$ cat src/rtl/ilk_pkg.sv
package ilk_pkg;

  typedef enum logic [2:0] {
    U_ALU    = 3'd0,
    U_MUL    = 3'd1,
    U_DIV    = 3'd2,
    U_LOAD   = 3'd3,
    U_STORE  = 3'd4,
    U_BRANCH = 3'd5,
    U_SETHL  = 3'd6,
    U_CINV   = 3'd7
  } unit_e;

  // Strobes from control to the state datapath
  typedef struct packed {
    logic issueGo;
    logic retire;
  } ilkStrobe_t;

  localparam int CC_ENTRIES  = 8;
  localparam int INT_CC_BASE = 4;

endpackage

$ cat src/rtl/ilk_state.sv
module ilk_state
  import ilk_pkg::*;
#(
  parameter int SLOTS       = 2,
  parameter int GR_W        = 5,
  parameter int DIV_LAT     = 18,
  parameter int MUL_LAT     = 1,
  parameter int NEXC_LD_LAT = 2
) (
  input  logic                    clk,
  input  logic                    rstN,
  input  ilkStrobe_t              strobe,
  input  logic [SLOTS-1:0]        slotValid,
  input  logic [3*SLOTS-1:0]      slotUnit,
  input  logic [GR_W*SLOTS-1:0]   slotDst,
  input  logic [3*SLOTS-1:0]      slotCc,
  input  logic [SLOTS-1:0]        slotNonExc,
  input  logic [SLOTS-1:0]        slotWide,
  input  logic [GR_W-1:0]         ldDoneReg,
  output logic [(1<<GR_W)-1:0]    grBusy,
  output logic [(1<<GR_W)-1:0]    errBusy,
  output logic [CC_ENTRIES-1:0]   ccBusy,
  output logic [SLOTS-1:0]        divBusy
);

  localparam int NUM_GR = 1 << GR_W;
  localparam int CNT_W  = $clog2(DIV_LAT + 1);
  typedef logic [CNT_W-1:0] cnt_t;

  logic [SLOTS-1:0] wGo, wPair, wLoad, wCc, wDiv;
  logic [GR_W-1:0]  wA [SLOTS];
  logic [GR_W-1:0]  wB [SLOTS];
  cnt_t             wLat [SLOTS];
  cnt_t             eLat [SLOTS];
  logic [1:0]       wCcSel [SLOTS];

  // Decode what each issuing slot writes
  always_comb begin
    for (int s = 0; s < SLOTS; s++) begin : decSlot
      unit_e          u;
      logic [GR_W-1:0] d;
      u         = unit_e'(slotUnit[s*3 +: 3]);
      d         = slotDst[s*GR_W +: GR_W];
      wGo[s]    = strobe.issueGo & slotValid[s];
      wPair[s]  = (u == U_MUL) | ((u == U_LOAD) & slotWide[s]);
      wA[s]     = wPair[s] ? {d[GR_W-1:1], 1'b0} : d;
      wB[s]     = {d[GR_W-1:1], 1'b1};
      wLoad[s]  = (u == U_LOAD);
      wDiv[s]   = (u == U_DIV);
      case (u)
        U_MUL:   wLat[s] = cnt_t'(MUL_LAT);
        U_DIV:   wLat[s] = cnt_t'(DIV_LAT);
        default: wLat[s] = '0;
      endcase
      if (slotNonExc[s] && u == U_LOAD)     eLat[s] = cnt_t'(NEXC_LD_LAT);
      else if (slotNonExc[s] && u == U_DIV) eLat[s] = cnt_t'(DIV_LAT);
      else                                  eLat[s] = '0;
      wCc[s]    = ((u == U_MUL) | (u == U_DIV)) & ~slotCc[s*3+2] & (wLat[s] != '0);
      wCcSel[s] = slotCc[s*3 +: 2];
    end
  end

  // Per-register ready countdown, load pending bit, error-flag countdown
  for (genvar r = 0; r < NUM_GR; r++) begin : g_gr
    if (r != 0 && r != NUM_GR - 1) begin : g_trk
      logic ld, pSet, eLd, pend;
      cnt_t val, eVal, cnt, eCnt;

      always_comb begin
        ld   = 1'b0;
        val  = '0;
        pSet = 1'b0;
        eLd  = 1'b0;
        eVal = '0;
        for (int s = 0; s < SLOTS; s++) begin
          if (wGo[s] && (wA[s] == GR_W'(r) || (wPair[s] && wB[s] == GR_W'(r)))) begin
            if (wLat[s] != '0) begin
              ld  = 1'b1;
              val = wLat[s];
            end
            if (wLoad[s]) pSet = 1'b1;
            if (eLat[s] != '0) begin
              eLd  = 1'b1;
              eVal = eLat[s];
            end
          end
        end
      end

      always_ff @(posedge clk) begin
        if (!rstN) begin
          cnt  <= '0;
          eCnt <= '0;
          pend <= 1'b0;
        end else begin
          if (ld)              cnt <= val;
          else if (cnt != '0)  cnt <= cnt - 1'b1;
          if (eLd)             eCnt <= eVal;
          else if (eCnt != '0) eCnt <= eCnt - 1'b1;
          if (pSet)            pend <= 1'b1;
          else if (strobe.retire && ldDoneReg == GR_W'(r)) pend <= 1'b0;
        end
      end

      assign grBusy[r]  = (cnt != '0) | pend;
      assign errBusy[r] = (eCnt != '0);
    end else begin : g_fixed
      assign grBusy[r]  = 1'b0;
      assign errBusy[r] = 1'b0;
    end
  end

  // Condition register: integer fields live in the upper half
  for (genvar e = 0; e < CC_ENTRIES; e++) begin : g_cc
    if (e >= INT_CC_BASE) begin : g_int
      logic ld;
      cnt_t val, cnt;

      always_comb begin
        ld  = 1'b0;
        val = '0;
        for (int s = 0; s < SLOTS; s++) begin
          if (wGo[s] && wCc[s] && ({1'b1, wCcSel[s]} == 3'(e))) begin
            ld  = 1'b1;
            val = wLat[s];
          end
        end
      end

      always_ff @(posedge clk) begin
        if (!rstN)          cnt <= '0;
        else if (ld)        cnt <= val;
        else if (cnt != '0) cnt <= cnt - 1'b1;
      end

      assign ccBusy[e] = (cnt != '0);
    end else begin : g_flt
      assign ccBusy[e] = 1'b0;
    end
  end

  // Per-slot divider occupancy
  for (genvar s = 0; s < SLOTS; s++) begin : g_div
    cnt_t cnt;
    always_ff @(posedge clk) begin
      if (!rstN)                cnt <= '0;
      else if (wGo[s] && wDiv[s]) cnt <= cnt_t'(DIV_LAT);
      else if (cnt != '0)       cnt <= cnt - 1'b1;
    end
    assign divBusy[s] = (cnt != '0);
  end

endmodule

$ cat src/rtl/ilk_ctrl.sv
module ilk_ctrl
  import ilk_pkg::*;
#(
  parameter int SLOTS = 2,
  parameter int GR_W  = 5
) (
  input  logic                  packetValid,
  input  logic [SLOTS-1:0]      slotValid,
  input  logic [3*SLOTS-1:0]    slotUnit,
  input  logic [GR_W*SLOTS-1:0] slotSrcA,
  input  logic [GR_W*SLOTS-1:0] slotSrcB,
  input  logic [GR_W*SLOTS-1:0] slotDst,
  input  logic [3*SLOTS-1:0]    slotCc,
  input  logic [SLOTS-1:0]      slotNonExc,
  input  logic [SLOTS-1:0]      slotWide,
  input  logic                  ldDoneValid,
  input  logic [(1<<GR_W)-1:0]  grBusy,
  input  logic [(1<<GR_W)-1:0]  errBusy,
  input  logic [CC_ENTRIES-1:0] ccBusy,
  input  logic [SLOTS-1:0]      divBusy,
  output ilkStrobe_t            strobe,
  output logic                  stall
);

  localparam int NUM_GR = 1 << GR_W;

  function automatic logic regHit(input logic [NUM_GR-1:0] v, input logic [GR_W-1:0] x);
    return (x != '0) && (x != '1) && v[x];
  endfunction

  logic [SLOTS-1:0] hazard;

  always_comb begin
    for (int s = 0; s < SLOTS; s++) begin : chkSlot
      unit_e           u;
      logic [GR_W-1:0] a, b, d, d0, d1;
      logic [2:0]      cc;
      logic useSrc, useDst, pair, useCc, useErr;
      u      = unit_e'(slotUnit[s*3 +: 3]);
      a      = slotSrcA[s*GR_W +: GR_W];
      b      = slotSrcB[s*GR_W +: GR_W];
      d      = slotDst[s*GR_W +: GR_W];
      cc     = slotCc[s*3 +: 3];
      useSrc = (u != U_SETHL);
      useDst = (u != U_BRANCH) && (u != U_CINV);
      pair   = (u == U_MUL) | (((u == U_LOAD) | (u == U_STORE)) & slotWide[s]);
      d0     = pair ? {d[GR_W-1:1], 1'b0} : d;
      d1     = {d[GR_W-1:1], 1'b1};
      useCc  = ((u == U_ALU) | (u == U_MUL) | (u == U_DIV) | (u == U_BRANCH)) & ~cc[2];
      useErr = ((u == U_LOAD) | (u == U_DIV)) & slotNonExc[s];
      hazard[s] = slotValid[s] & (
          (useSrc & (regHit(grBusy, a) | regHit(grBusy, b)))
        | (useDst & (regHit(grBusy, d0) | (pair & regHit(grBusy, d1))))
        | (useCc  & ccBusy[{1'b1, cc[1:0]}])
        | (useErr & (regHit(errBusy, d0) | (pair & regHit(errBusy, d1))))
        | ((u == U_DIV) & divBusy[s]));
    end
  end

  assign stall          = packetValid & (|hazard);
  assign strobe.issueGo = packetValid & ~(|hazard);
  assign strobe.retire  = ldDoneValid;

endmodule

$ cat src/rtl/issue_interlock.sv
module issue_interlock
  import ilk_pkg::*;
#(
  parameter int SLOTS       = 2,
  parameter int GR_W        = 5,
  parameter int DIV_LAT     = 18,
  parameter int MUL_LAT     = 1,
  parameter int NEXC_LD_LAT = 2
) (
  input  logic                  clk,
  input  logic                  rstN,
  input  logic                  packetValid,
  input  logic [SLOTS-1:0]      slotValid,
  input  logic [3*SLOTS-1:0]    slotUnit,
  input  logic [GR_W*SLOTS-1:0] slotSrcA,
  input  logic [GR_W*SLOTS-1:0] slotSrcB,
  input  logic [GR_W*SLOTS-1:0] slotDst,
  input  logic [3*SLOTS-1:0]    slotCc,
  input  logic [SLOTS-1:0]      slotNonExc,
  input  logic [SLOTS-1:0]      slotWide,
  input  logic                  ldDoneValid,
  input  logic [GR_W-1:0]       ldDoneReg,
  output logic                  stall,
  output logic                  issue
);

  localparam int NUM_GR = 1 << GR_W;

  ilkStrobe_t            strobe;
  logic [NUM_GR-1:0]     grBusy, errBusy;
  logic [CC_ENTRIES-1:0] ccBusy;
  logic [SLOTS-1:0]      divBusy;

  ilk_ctrl #(.SLOTS(SLOTS), .GR_W(GR_W)) u_ctrl (
    .packetValid(packetValid), .slotValid(slotValid), .slotUnit(slotUnit),
    .slotSrcA(slotSrcA), .slotSrcB(slotSrcB), .slotDst(slotDst),
    .slotCc(slotCc), .slotNonExc(slotNonExc), .slotWide(slotWide),
    .ldDoneValid(ldDoneValid), .grBusy(grBusy), .errBusy(errBusy),
    .ccBusy(ccBusy), .divBusy(divBusy), .strobe(strobe), .stall(stall)
  );

  ilk_state #(.SLOTS(SLOTS), .GR_W(GR_W), .DIV_LAT(DIV_LAT),
              .MUL_LAT(MUL_LAT), .NEXC_LD_LAT(NEXC_LD_LAT)) u_state (
    .clk(clk), .rstN(rstN), .strobe(strobe), .slotValid(slotValid),
    .slotUnit(slotUnit), .slotDst(slotDst), .slotCc(slotCc),
    .slotNonExc(slotNonExc), .slotWide(slotWide), .ldDoneReg(ldDoneReg),
    .grBusy(grBusy), .errBusy(errBusy), .ccBusy(ccBusy), .divBusy(divBusy)
  );

  assign issue = strobe.issueGo;

endmodule

$ cat config.mk
export PLATFORM = sky130hd
export DESIGN_NAME = issue_interlock
export DESIGN_NICKNAME = d
export VERILOG_FILES = /design/src/rtl/ilk_pkg.sv /design/src/rtl/ilk_state.sv /design/src/rtl/ilk_ctrl.sv /design/src/rtl/issue_interlock.sv
export SDC_FILE = /design/constraint.sdc
export NUM_CORES = 1
export LEC_CHECK = 0
export BUFFER_PORTS_ARGS = -buffer_cell sky130_fd_sc_hd__buf_2
export CAP_MARGIN = 10
export CELL_PAD_IN_SITES_DETAIL_PLACEMENT = 0
export CELL_PAD_IN_SITES_GLOBAL_PLACEMENT = 2
export CORE_MARGIN = 4
export CORE_UTILIZATION = 40
export DETAILED_ROUTE_END_ITERATION = 10
export PLACE_DENSITY = 0.92
export RECOVER_POWER = 50
export SLEW_MARGIN = 20
export SYNTH_ARGS = -nofsm -noshare
export SYNTH_HDL_FRONTEND = slang
export SYNTH_HIERARCHICAL = 1
export SYNTH_SLANG_ARGS = --single-unit
$ cat constraint.sdc
create_clock -name clk -period 14.8 [get_ports clk]
set_clock_uncertainty 0.1 [all_clocks]
set_input_delay 2.22 -clock clk [delete_from_list [all_inputs] [get_ports clk]]
set_output_delay 2.22 -clock clk [all_outputs]
set_load 0.005 [all_outputs]
==> Word level (Yosys, flattened, before mapping) <==
Index checks and enable logic that the tools add are counted.
W data, S select, Z words.
{ "classes": {"n_eq_ne": 148, "order_cmp": 10, "bitwise": 96, "addsub": 66, "reduce_logical": 367, "mux": 701} }
{ "ops": {"columns": ["cell", "n"], "rows": [
  ["$mux W5", 326],
  ["$reduce_bool A5 Y1", 76],
  ["$mux W1", 359],
  ["$sub A5 B1 Y5 const B", 66],
  ["$eq A5 B5 Y1 const B", 45],
  ["$reduce_bool A2 Y1", 96],
  ["$logic_and A1 B1 Y1", 156],
  ["$eq A5 B4 Y1 const B", 24],
  ["$eq A5 B3 Y1 const B", 12],
  ["$or A1 B1 Y1", 60],
  ["$eq A4 B4 Y1 const B", 14],
  ["$lt A5 B6 Y1 const B", 8],
  ["$bmux W1 S5", 8],
  ["$and A1 B1 Y1", 32],
  ["$eq A4 B3 Y1 const B", 8],
  ["$eq A5 B2 Y1 const B", 6],
  ["$logic_or A1 B1 Y1", 30],
  ["$ne A5 B5 Y1 const B", 6],
  ["$pmux W5 S2", 2],
  ["$ne A3 B3 Y1 const B", 6],
  ["$bmux W1 S4", 4],
  ["$eq A4 B2 Y1 const B", 4],
  ["$eq A5 B1 Y1 const B", 3],
  ["$eq A3 B2 Y1 const B", 4],
  ["other kinds (13)", 33]
]} }
{ "totals": {"output_inout_bits": 2, "register_bits": 360, "inputBits": 57, "elab_cells": 1486} }

==> Depth between registers and ports, before layout <==
Gate-level depths: netlist of the first run.
{ "logic_depth": {"depth_word": 24, "ltp_mapped": 18, "depth_no_buf": 16} }

==> Cells and area by module <==
Netlist of the first run, hierarchy kept.
{ "modules_own_cells": {"columns": ["module", "cells_each", "seq_area_each_um2", "instances", "area_each_um2"], "rows": [
  ["ilk_state", 2665, 7206.9, 1, 22191.3],
  ["ilk_ctrl", 264, 0.0, 1, 2572.5]
]} }

==> Least setup slack after synthesis of the first run <==
OpenSTA, ideal clock, no wires.
{ "synth_path": {"kind": "input port to output port", "startpoint": "input slotSrcB[0]", "endpoint": "output issue", "required_ps": 12480, "n_path_buf": 1, "path_slack_ps": 8229, "arrival_ps": 4251, "stages": 8, "path_cell_list": "clkbuf_1 > mux4_2 > or2_0 > a41o_1 > a211oi_1 > a21oi_1 > nor4_2 > and3_1"} }
{ "synth_via": {"elab_chain_cells": 13, "word_cells_on_any_way": 16, "cone_classes": "eq/ne: 1; mux: 2; bitwise: 9; reduce/logical: 4"} }
{ "synth_lines": {"columns": ["item", "line_no", "text"], "rows": [
  ["start: declaration", "issue_interlock.sv:16", "input logic [GR_W*SLOTS-1:0] slotSrcB,"],
  ["$bmux W1 S5 (tied with other cells)", "ilk_ctrl.sv:28", "return (x != '0) && (x != '1) && v[x];"],
  ["$mux W1 (implied by the code) or $logic_and A1 B1 Y1 (tied branches)", "ilk_ctrl.sv:28", null],
  ["$logic_and A1 B1 Y1 *", "ilk_ctrl.sv:28", null],
  ["$or A1 B1 Y1 *", "ilk_ctrl.sv:52", "(useSrc & (regHit(grBusy, a) | regHit(grBusy, b)))"],
  ["$and A1 B1 Y1 *", "ilk_ctrl.sv:52", null],
  ["$or A1 B1 Y1 *", "ilk_ctrl.sv:53", "| (useDst & (regHit(grBusy, d0) | (pair & regHit(grBusy, d1))))"],
  ["$or A1 B1 Y1 *", "ilk_ctrl.sv:54", "| (useCc & ccBusy[{1'b1, cc[1:0]}])"],
  ["$or A1 B1 Y1 *", "ilk_ctrl.sv:55", "| (useErr & (regHit(errBusy, d0) | (pair & regHit(errBusy, d1))))"],
  ["$or A1 B1 Y1 *", "ilk_ctrl.sv:56", "| ((u == U_DIV) & divBusy[s]));"],
  ["$and A1 B1 Y1 *", "ilk_ctrl.sv:51", "hazard[s] = slotValid[s] & ("],
  ["$reduce_or A2 Y1 *", "ilk_ctrl.sv:61", "assign strobe.issueGo = packetValid & ~(|hazard);"],
  ["$not A1 Y1 *", "ilk_ctrl.sv:61", null],
  ["$and A1 B1 Y1 *", "ilk_ctrl.sv:61", null],
  ["end: declaration", "issue_interlock.sv:24", "output logic issue"]
]} }
Every way passes the cells marked *; elsewhere a longest branch is shown, timed or not. The select of a mux whose other input is x is not followed.

==> Worst setup path after layout of the first run <==
{ "layout_path": {"startpoint": "input slotDst[1]", "endpoint": "output issue"} }
{ "layout_via": {"elab_chain_cells": 14, "word_cells_on_any_way": 30, "cone_classes": "eq/ne: 2; mux: 8; bitwise: 13; reduce/logical: 7"} }
{ "layout_lines": {"columns": ["item", "line_no", "text"], "rows": [
  ["start: declaration", "issue_interlock.sv:17", "input logic [GR_W*SLOTS-1:0] slotDst,"],
  ["$bmux W1 S4", "ilk_ctrl.sv:28", null],
  ["$mux W1 (implied by the code)", "ilk_ctrl.sv:28", null],
  ["$logic_and A1 B1 Y1", "ilk_ctrl.sv:28", null],
  ["$and A1 B1 Y1", "ilk_ctrl.sv:53", null],
  ["$or A1 B1 Y1", "ilk_ctrl.sv:53", null],
  ["$and A1 B1 Y1", "ilk_ctrl.sv:53", null],
  ["$or A1 B1 Y1", "ilk_ctrl.sv:53", null],
  ["$or A1 B1 Y1", "ilk_ctrl.sv:54", null],
  ["$or A1 B1 Y1 *", "ilk_ctrl.sv:55", null],
  ["$or A1 B1 Y1 *", "ilk_ctrl.sv:56", null],
  ["$and A1 B1 Y1 *", "ilk_ctrl.sv:51", null],
  ["$reduce_or A2 Y1 *", "ilk_ctrl.sv:61", null],
  ["$not A1 Y1 *", "ilk_ctrl.sv:61", null],
  ["$and A1 B1 Y1 *", "ilk_ctrl.sv:61", null]
]} }
Marks and branches as above.

==> results of run 1 <==
-- metal layers --
metal | vias up | track usage (%)
li1 | 10882 | -
met1 | 11614 | 35.4
met2 | 1354 | 41.6
met3 | 396 | 6.22
met4 | 2 | 14.7
met5 | - | 0
-- how the worst max path moves through the flow --
stage           startpoint  slack, ps  cells after the start  endpoint
2_1_floorplan  slotSrcB[0]       8230                      8     issue
3_3_place_gp    slotDst[1]       6970                     10     issue
3_5_place_dp    slotDst[1]       7000                     10     issue
4_1_cts         slotDst[1]       6980                     10     issue
5_1_grt         slotDst[1]       4890                     10     issue
6_report        slotDst[1]       5170                     10     issue
-- cells in the final DEF, fill, tap and decap left out, types with 12 or more instances in the layout --
| cell | n |
|---|---|
| a21oi_1 | 100 |
| o21a_1 | 25 |
| buf_2 | 56 |
| nand3_1 | 91 |
| mux4_2 | 43 |
| nand3b_1 | 60 |
| o22ai_1 | 32 |
| nor3_1 | 145 |
| a21o_1 | 12 |
| nand2b_1 | 50 |
| nor3b_1 | 28 |
| ha_1 | 130 |
| o21ai_0 | 58 |
| and2_1 | 21 |
| mux2_2 | 44 |
| and3_1 | 70 |
| or2_2 | 15 |
| buf_4 | 38 |
| clkbuf_16 | 43 |
| dfxtp_1 | 360 |
| xor2_1 | 28 |
| a31oi_1 | 29 |
| a221oi_1 | 33 |
| mux2i_1 | 93 |
| nor2_1 | 241 |
| a22oi_1 | 24 |
| o211a_1 | 17 |
| clkbuf_8 | 18 |
| or3_1 | 32 |
| xnor2_1 | 105 |
| nor2b_1 | 22 |
| inv_1 | 156 |
| nand4_1 | 36 |
| a211oi_1 | 28 |
| o221a_2 | 49 |
| o221ai_1 | 35 |
| nand2_1 | 265 |
| nor4b_1 | 21 |
| nor4_1 | 57 |
-- registers in the layout, indices dropped and copies added, names as in the netlist --
name,cells
u_state/g_gr.g_trk.cnt,150
u_state/g_gr.g_trk.eCnt,150
u_state/g_gr.g_trk.pend,30
u_state/g_cc.g_int.cnt,20
u_state/g_div.cnt,10
-- through the flow --
step                setup WS [ps]  cell area, um^2  hold WS, ps  instances
floorplan                    8230            24700          331       2928
detailed placement           7000            25700          345       3654
global placement             6970            25700          343       3654
CTS                          6980            27200          352       3733
global route                 4890            27200          382       3733
finish                       5170            27200          350       3737
-- worst min-delay path, stage by stage (launching register included) --
cell and delay [ps]:
dfxtp_1 300, nand2_1 50, a21oi_1 50
-- power groups by stage --
stage / combinational, mW / clock [mW] / sequential, mW
after floorplan: 2.52 / 0 / 1.59
after global placement: 3.17 / 0 / 1.65
after detailed placement: 3.28 / 0 / 1.66
after CTS: 3.30 / 1.16 / 1.65
after global routing: 3.71 / 1.21 / 1.70
final: 3.35 / 1.14 / 1.66
-- cell type report --
type | instances | area (um^2)
inverters | 157 | 592
flip-flops and latches | 360 | 7210
repair buffers | 97 | 584
clock buffers | 67 | 1350
clock inverters | 12 | 175
well taps | 782 | 978
diodes | 4 | 10.0
fillers | 5944 | 33600
multi-input cells | 2258 | 16300
==> metrics.cfg, run 1 <==
[route]
average_wire_per_cell_in_the_routed_design_um=25.0
met3_wirelength_mm=10.0
drt_first_pass_iters=8
wl_met1_mm=37.4
dr_total_vias=24248
topRoutingLayerUsed=met5
dr_wl_met2_mm=40.0
drt.antenna.violating_nets=0
post_route_wl_mm=93.4
post_route_drc=0
route.detailed.vias_per_inst=6.49
detailedRoute.firstIterationViolations=3072

[sta]
grt_setup_unrepaired=false
final_cycle_utilization_of_the_critical_path_pct=65.0
worst_slew_pin_slew_ps=2530
fin_setup_tns_ps=0
timing.final.hold_violations=0
setup_violations=0
slew-limit-headroom_pct=-68.6
highest_clock_frequency_the_design_can_meet_ghz=0.104
period_needed_ps=9630
max_slew_violations=68

[grt]
grt_antenna_before_repair=2
first_pass_grt_wire_length_mm=140
via_count_of_the_first_global_routing_pass=23238
grtUsageTotal_pct=27.1
overflow=0
largest_net_degree_at_the_start_of_global_routing=100

[critical_path]
worst_ep_required_time_ps=12480
critPathMaxFanout=49
r2r_cells=16
cp_top_family=buffers and inverters
crit_path_end_kind=primary output
slowest_stage=clkbuf_1
max_stage_delay_ps=1850
critical_path.reg2reg.startpoint=u_state/g_gr[2].g_trk.cnt[1]
r2r_slack_ps=7290
critical_path.cell_chain=clkbuf_1 > clkbuf_1 > mux4_2 > a22oi_1 > o31ai_1 > a22o_1 > o211a_1 > o21ai_0 > and3_1 > buf_2
cp.buffers_inverters=3
cp.arrival_ps=7310
r2r_end=u_state/g_gr[3].g_trk.cnt[4]
path_common_cell=clkbuf_1
start_kind=input port
critical_path_class=in2out

[flow_run]
timing.max_cap.violations=3

[clock_network]
insertion_delay_ps=590
cts.hold.buffers_added=0
clock_path_buffers=3
post_cts_resized=0
htree_num_levels=2
post_cts.repair.setup_buffers=0
clk_root_buffer_cell=clkbuf_16
clock-sinks=360
cts_tree=yes
cts.clk_slew.worst_paths_ps=60
cts_buffers=43

[cells_and_area]
num-nets-final=3104
post-route-util_pct=44.7
final_layout_size_suffix_gt1_share_pct=12.2
area_delta_synth_final_pct=9.84

[yosys]
post_synth_inst_count=2925
syn-cell-area_um2=24700
ys_warn_count=6
postSynthAreaPerCell_um2=8.46

[power]
total_switching_power_mw=2.55
power.share.sequential_pct=27.0
share_comb_of_total_power_pct=54.5
power.static_leakage_nw=10.6
power.ir.vdd_worst_v=0.000110
finalPower_mw=6.14
internal_power_mw=3.59
sw_frac_of_total_pct=41.6
power_frac_clock_pct=18.5
cellPowerDensity_nw_per_um2=226

[min_path]
hold_start=u_state/g_div[0].cnt[4]
worstHoldEndpoint=u_state/g_div[0].cnt[4]
min_path_cells=2
hp-class=reg2reg

[placed_design]
post-dp-hpwl_mm=68.3
gp_congestion=1.01
port_buffers=58

[run_status]
status=complete, but fails checks
violations=max-capacitance violations, max-slew violations

[die]
fp.dieArea_um2=65900
floorplan.core_area_um2=60800
dieHeight_um=257
die_width_um=257
rows=90
ioPinCount=59
floorplan.initialDensity_pct=40.7

Note: power is estimated with default switching activity, not from simulation.
==> inputs of run 2 (changes only) <==
==> constraint.sdc (replaced) <==
create_clock -name clk -period 9.05 [get_ports clk]
set_clock_uncertainty 0.1 [all_clocks]
set_input_delay 1.3575 -clock clk [delete_from_list [all_inputs] [get_ports clk]]
set_output_delay 1.3575 -clock clk [all_outputs]
set_load 0.005 [all_outputs]
==> run 2 against run 1 <==
Net effect:
- the run still ends with max-capacitance violations, max-slew violations left
- cell count about the same
- non-clock buffer count unchanged
- sequential share of layout area increased by 0.088 points
- critical path type is now reg2reg
- largest power group unchanged
==> metrics.cfg, run 2 (synthesis gave the netlist of run 1 again) <==
[run_status]
status=complete, but fails checks
violations=max-capacitance violations, max-slew violations

[clock_network]
post_cts_resized=0  ; unchanged
insertion_delay_ps=590  ; about the same
clock_path_buffers=3  ; unchanged
htree_num_levels=2  ; unchanged
post_cts.repair.setup_buffers=0  ; unchanged
cts.hold.buffers_added=0  ; unchanged
clock-sinks=360  ; unchanged
clk_root_buffer_cell=clkbuf_16
cts_buffers=43  ; unchanged
cts.clk_slew.worst_paths_ps=60  ; about the same
cts_tree=yes

[min_path]
min_path_cells=2  ; unchanged
hp-class=reg2reg
worstHoldEndpoint=u_state/g_div[1].cnt[4]
hold_start=u_state/g_div[1].cnt[4]

[critical_path]
worst_ep_required_time_ps=9430  ; -3050 ps
r2r_slack_ps=1670  ; -5620 ps
critical_path_class=reg2reg
cp.arrival_ps=7750  ; +440 ps
critical_path.reg2reg.startpoint=u_state/g_gr[11].g_trk.cnt[0]
crit_path_end_kind=flop
critPathMaxFanout=15  ; -69%
r2r_end=u_state/g_gr[3].g_trk.cnt[4]
r2r_cells=16  ; unchanged
start_kind=flop

[flow_run]
timing.max_cap.violations=2  ; -1

[cells_and_area]
area_delta_synth_final_pct=9.47
layout.cells.most_common=dfxtp_1
num-nets-final=3104  ; unchanged
mostFrequentLayoutCells=dfxtp_1 (360), nand2_1 (265), nor2_1 (241), inv_1 (156), nor3_1 (144)
largestRegisters=u_state/g_gr.g_trk.cnt: 150 flops, u_state/g_gr.g_trk.eCnt: 150 flops, u_state/g_gr.g_trk.pend: 30 flops
final_layout_size_suffix_gt1_share_pct=12.2  ; +0.046 points

[sta]
max_slew_violations=10  ; -85%
worst_slew_pin_slew_ps=1860  ; -672 ps
final_cycle_utilization_of_the_critical_path_pct=81.5
slew-limit-headroom_pct=-24.8  ; +44 points
fin_setup_tns_ps=0  ; unchanged
highest_clock_frequency_the_design_can_meet_ghz=0.136
timing.final.hold_violations=0  ; unchanged
period_needed_ps=7380
setup_violations=0  ; unchanged
grt_setup_unrepaired=false

[grt]
grtUsageTotal_pct=27.0  ; -0.17 points
grt_antenna_before_repair=1  ; -1
via_count_of_the_first_global_routing_pass=23282  ; +0.19%
overflow=0  ; unchanged
first_pass_grt_wire_length_mm=140  ; -0.18%
largest_net_degree_at_the_start_of_global_routing=97  ; -3.0%

[route]
post_route_wl_mm=93.4  ; about the same
drt.antenna.violating_nets=0  ; unchanged
dr_total_vias=24257  ; +0.037%
route.detailed.vias_per_inst=6.49  ; about the same
post_route_drc=0  ; unchanged
detailedRoute.firstIterationViolations=2665  ; -13%
average_wire_per_cell_in_the_routed_design_um=25.0  ; about the same
drt_first_pass_iters=9  ; +1

[placed_design]
gp_congestion=1.03  ; +1.8%
port_buffers=58  ; unchanged
post-dp-hpwl_mm=68.3  ; about the same

[power]
power.static_leakage_nw=10.6  ; -0.39%
power.ir.vdd_worst_v=0.000159  ; +45%
cellPowerDensity_nw_per_um2=365  ; +61%
finalPower_mw=9.89  ; +61%

[die]
fp.dieArea_um2=65900  ; unchanged
ioPinCount=59  ; unchanged
rows=90  ; unchanged
dieHeight_um=257  ; unchanged
floorplan.core_area_um2=60800  ; unchanged
floorplan.initialDensity_pct=40.7  ; unchanged
die_width_um=257  ; unchanged

-- run 2: cell types whose count changed in the layout (fill, tap and decap cells not counted), moves of 3 or more --
cell	delta
clkinv_2	+5
clkbuf_8	-4
bufinv_16	-3
clkbuf_1	-3
-- run 2: stage by stage --
stage	setup WS [ps]	hold WS [ps]	std cells	utilization [%]	cell area [um^2]
2_1_floorplan	4000	331	2928	-	24700
3_3_place_gp	2540	338	3654	42.2	25700
3_5_place_dp	2340	351	3654	42.2	25700
4_1_cts	2330	359	3730	44.5	27100
5_1_grt	1610	381	3730	44.5	27100
6_report	1670	357	3735	44.5	27100
-- run 2: area by class of cell --
| class | instances | area [um^2] |
|---|---|---|
| Clock inverter | 14 | 120 |
| Multi-Input combinational cell | 2258 | 16300 |
| Timing Repair Buffer | 97 | 588 |
| Clock buffer | 62 | 1310 |
| Fill cell | 5962 | 33700 |
| Tap cell | 782 | 978 |
| Inverter | 157 | 592 |
| Sequential cell | 360 | 7210 |
| Antenna cell | 5 | 12.5 |
-- run 2: layer usage --
metal | global-route usage (%) | up-vias | share of wire [%]
met5 | 0 | - | 0
met4 | 14.2 | 0 | 6.4
met3 | 7.40 | 401 | 11
met2 | 42.7 | 1350 | 43
met1 | 33.6 | 11632 | 39
li1 | - | 10874 | -
-- run 2: critical path: stages (launching register included) --
cell      delay [ps]
dfxtp_1          330
inv_1             80
ha_1             160
nor4b_1          970
nand2b_1         460
mux4_2           570
mux2_2           280
nor2_1           140
nor3_1            70
o311a_1          360
nor4_1           210
and3_1           670
nand3b_2         260
nor3_1          1450
nand4_1          500
and2_1           370
a221oi_1         280
-- run 2: worst max path at each step --
stage | startpoint | depth (start not counted) | to
3_5_place_dp | u_state/g_gr[14].g_trk.cnt[0] | 16 | u_state/g_gr[21].g_trk.eCnt[2]
4_1_cts | u_state/g_gr[14].g_trk.cnt[0] | 16 | u_state/g_gr[21].g_trk.eCnt[2]
3_3_place_gp | slotDst[7] | 13 | u_state/g_gr[21].g_trk.eCnt[2]
5_1_grt | u_state/g_gr[11].g_trk.cnt[0] | 16 | u_state/g_gr[3].g_trk.cnt[1]
2_1_floorplan | slotSrcB[0] | 14 | u_state/g_cc[6].g_int.cnt[4]
6_report | u_state/g_gr[11].g_trk.cnt[0] | 16 | u_state/g_gr[3].g_trk.cnt[4]
-- run 2: report_power, final --
part | total [mW] | switching (mW) | internal, mW
sequential | 2.71 | 0.484 | 2.22
clock | 1.75 | 0.717 | 1.03
combinational | 5.43 | 2.92 | 2.51
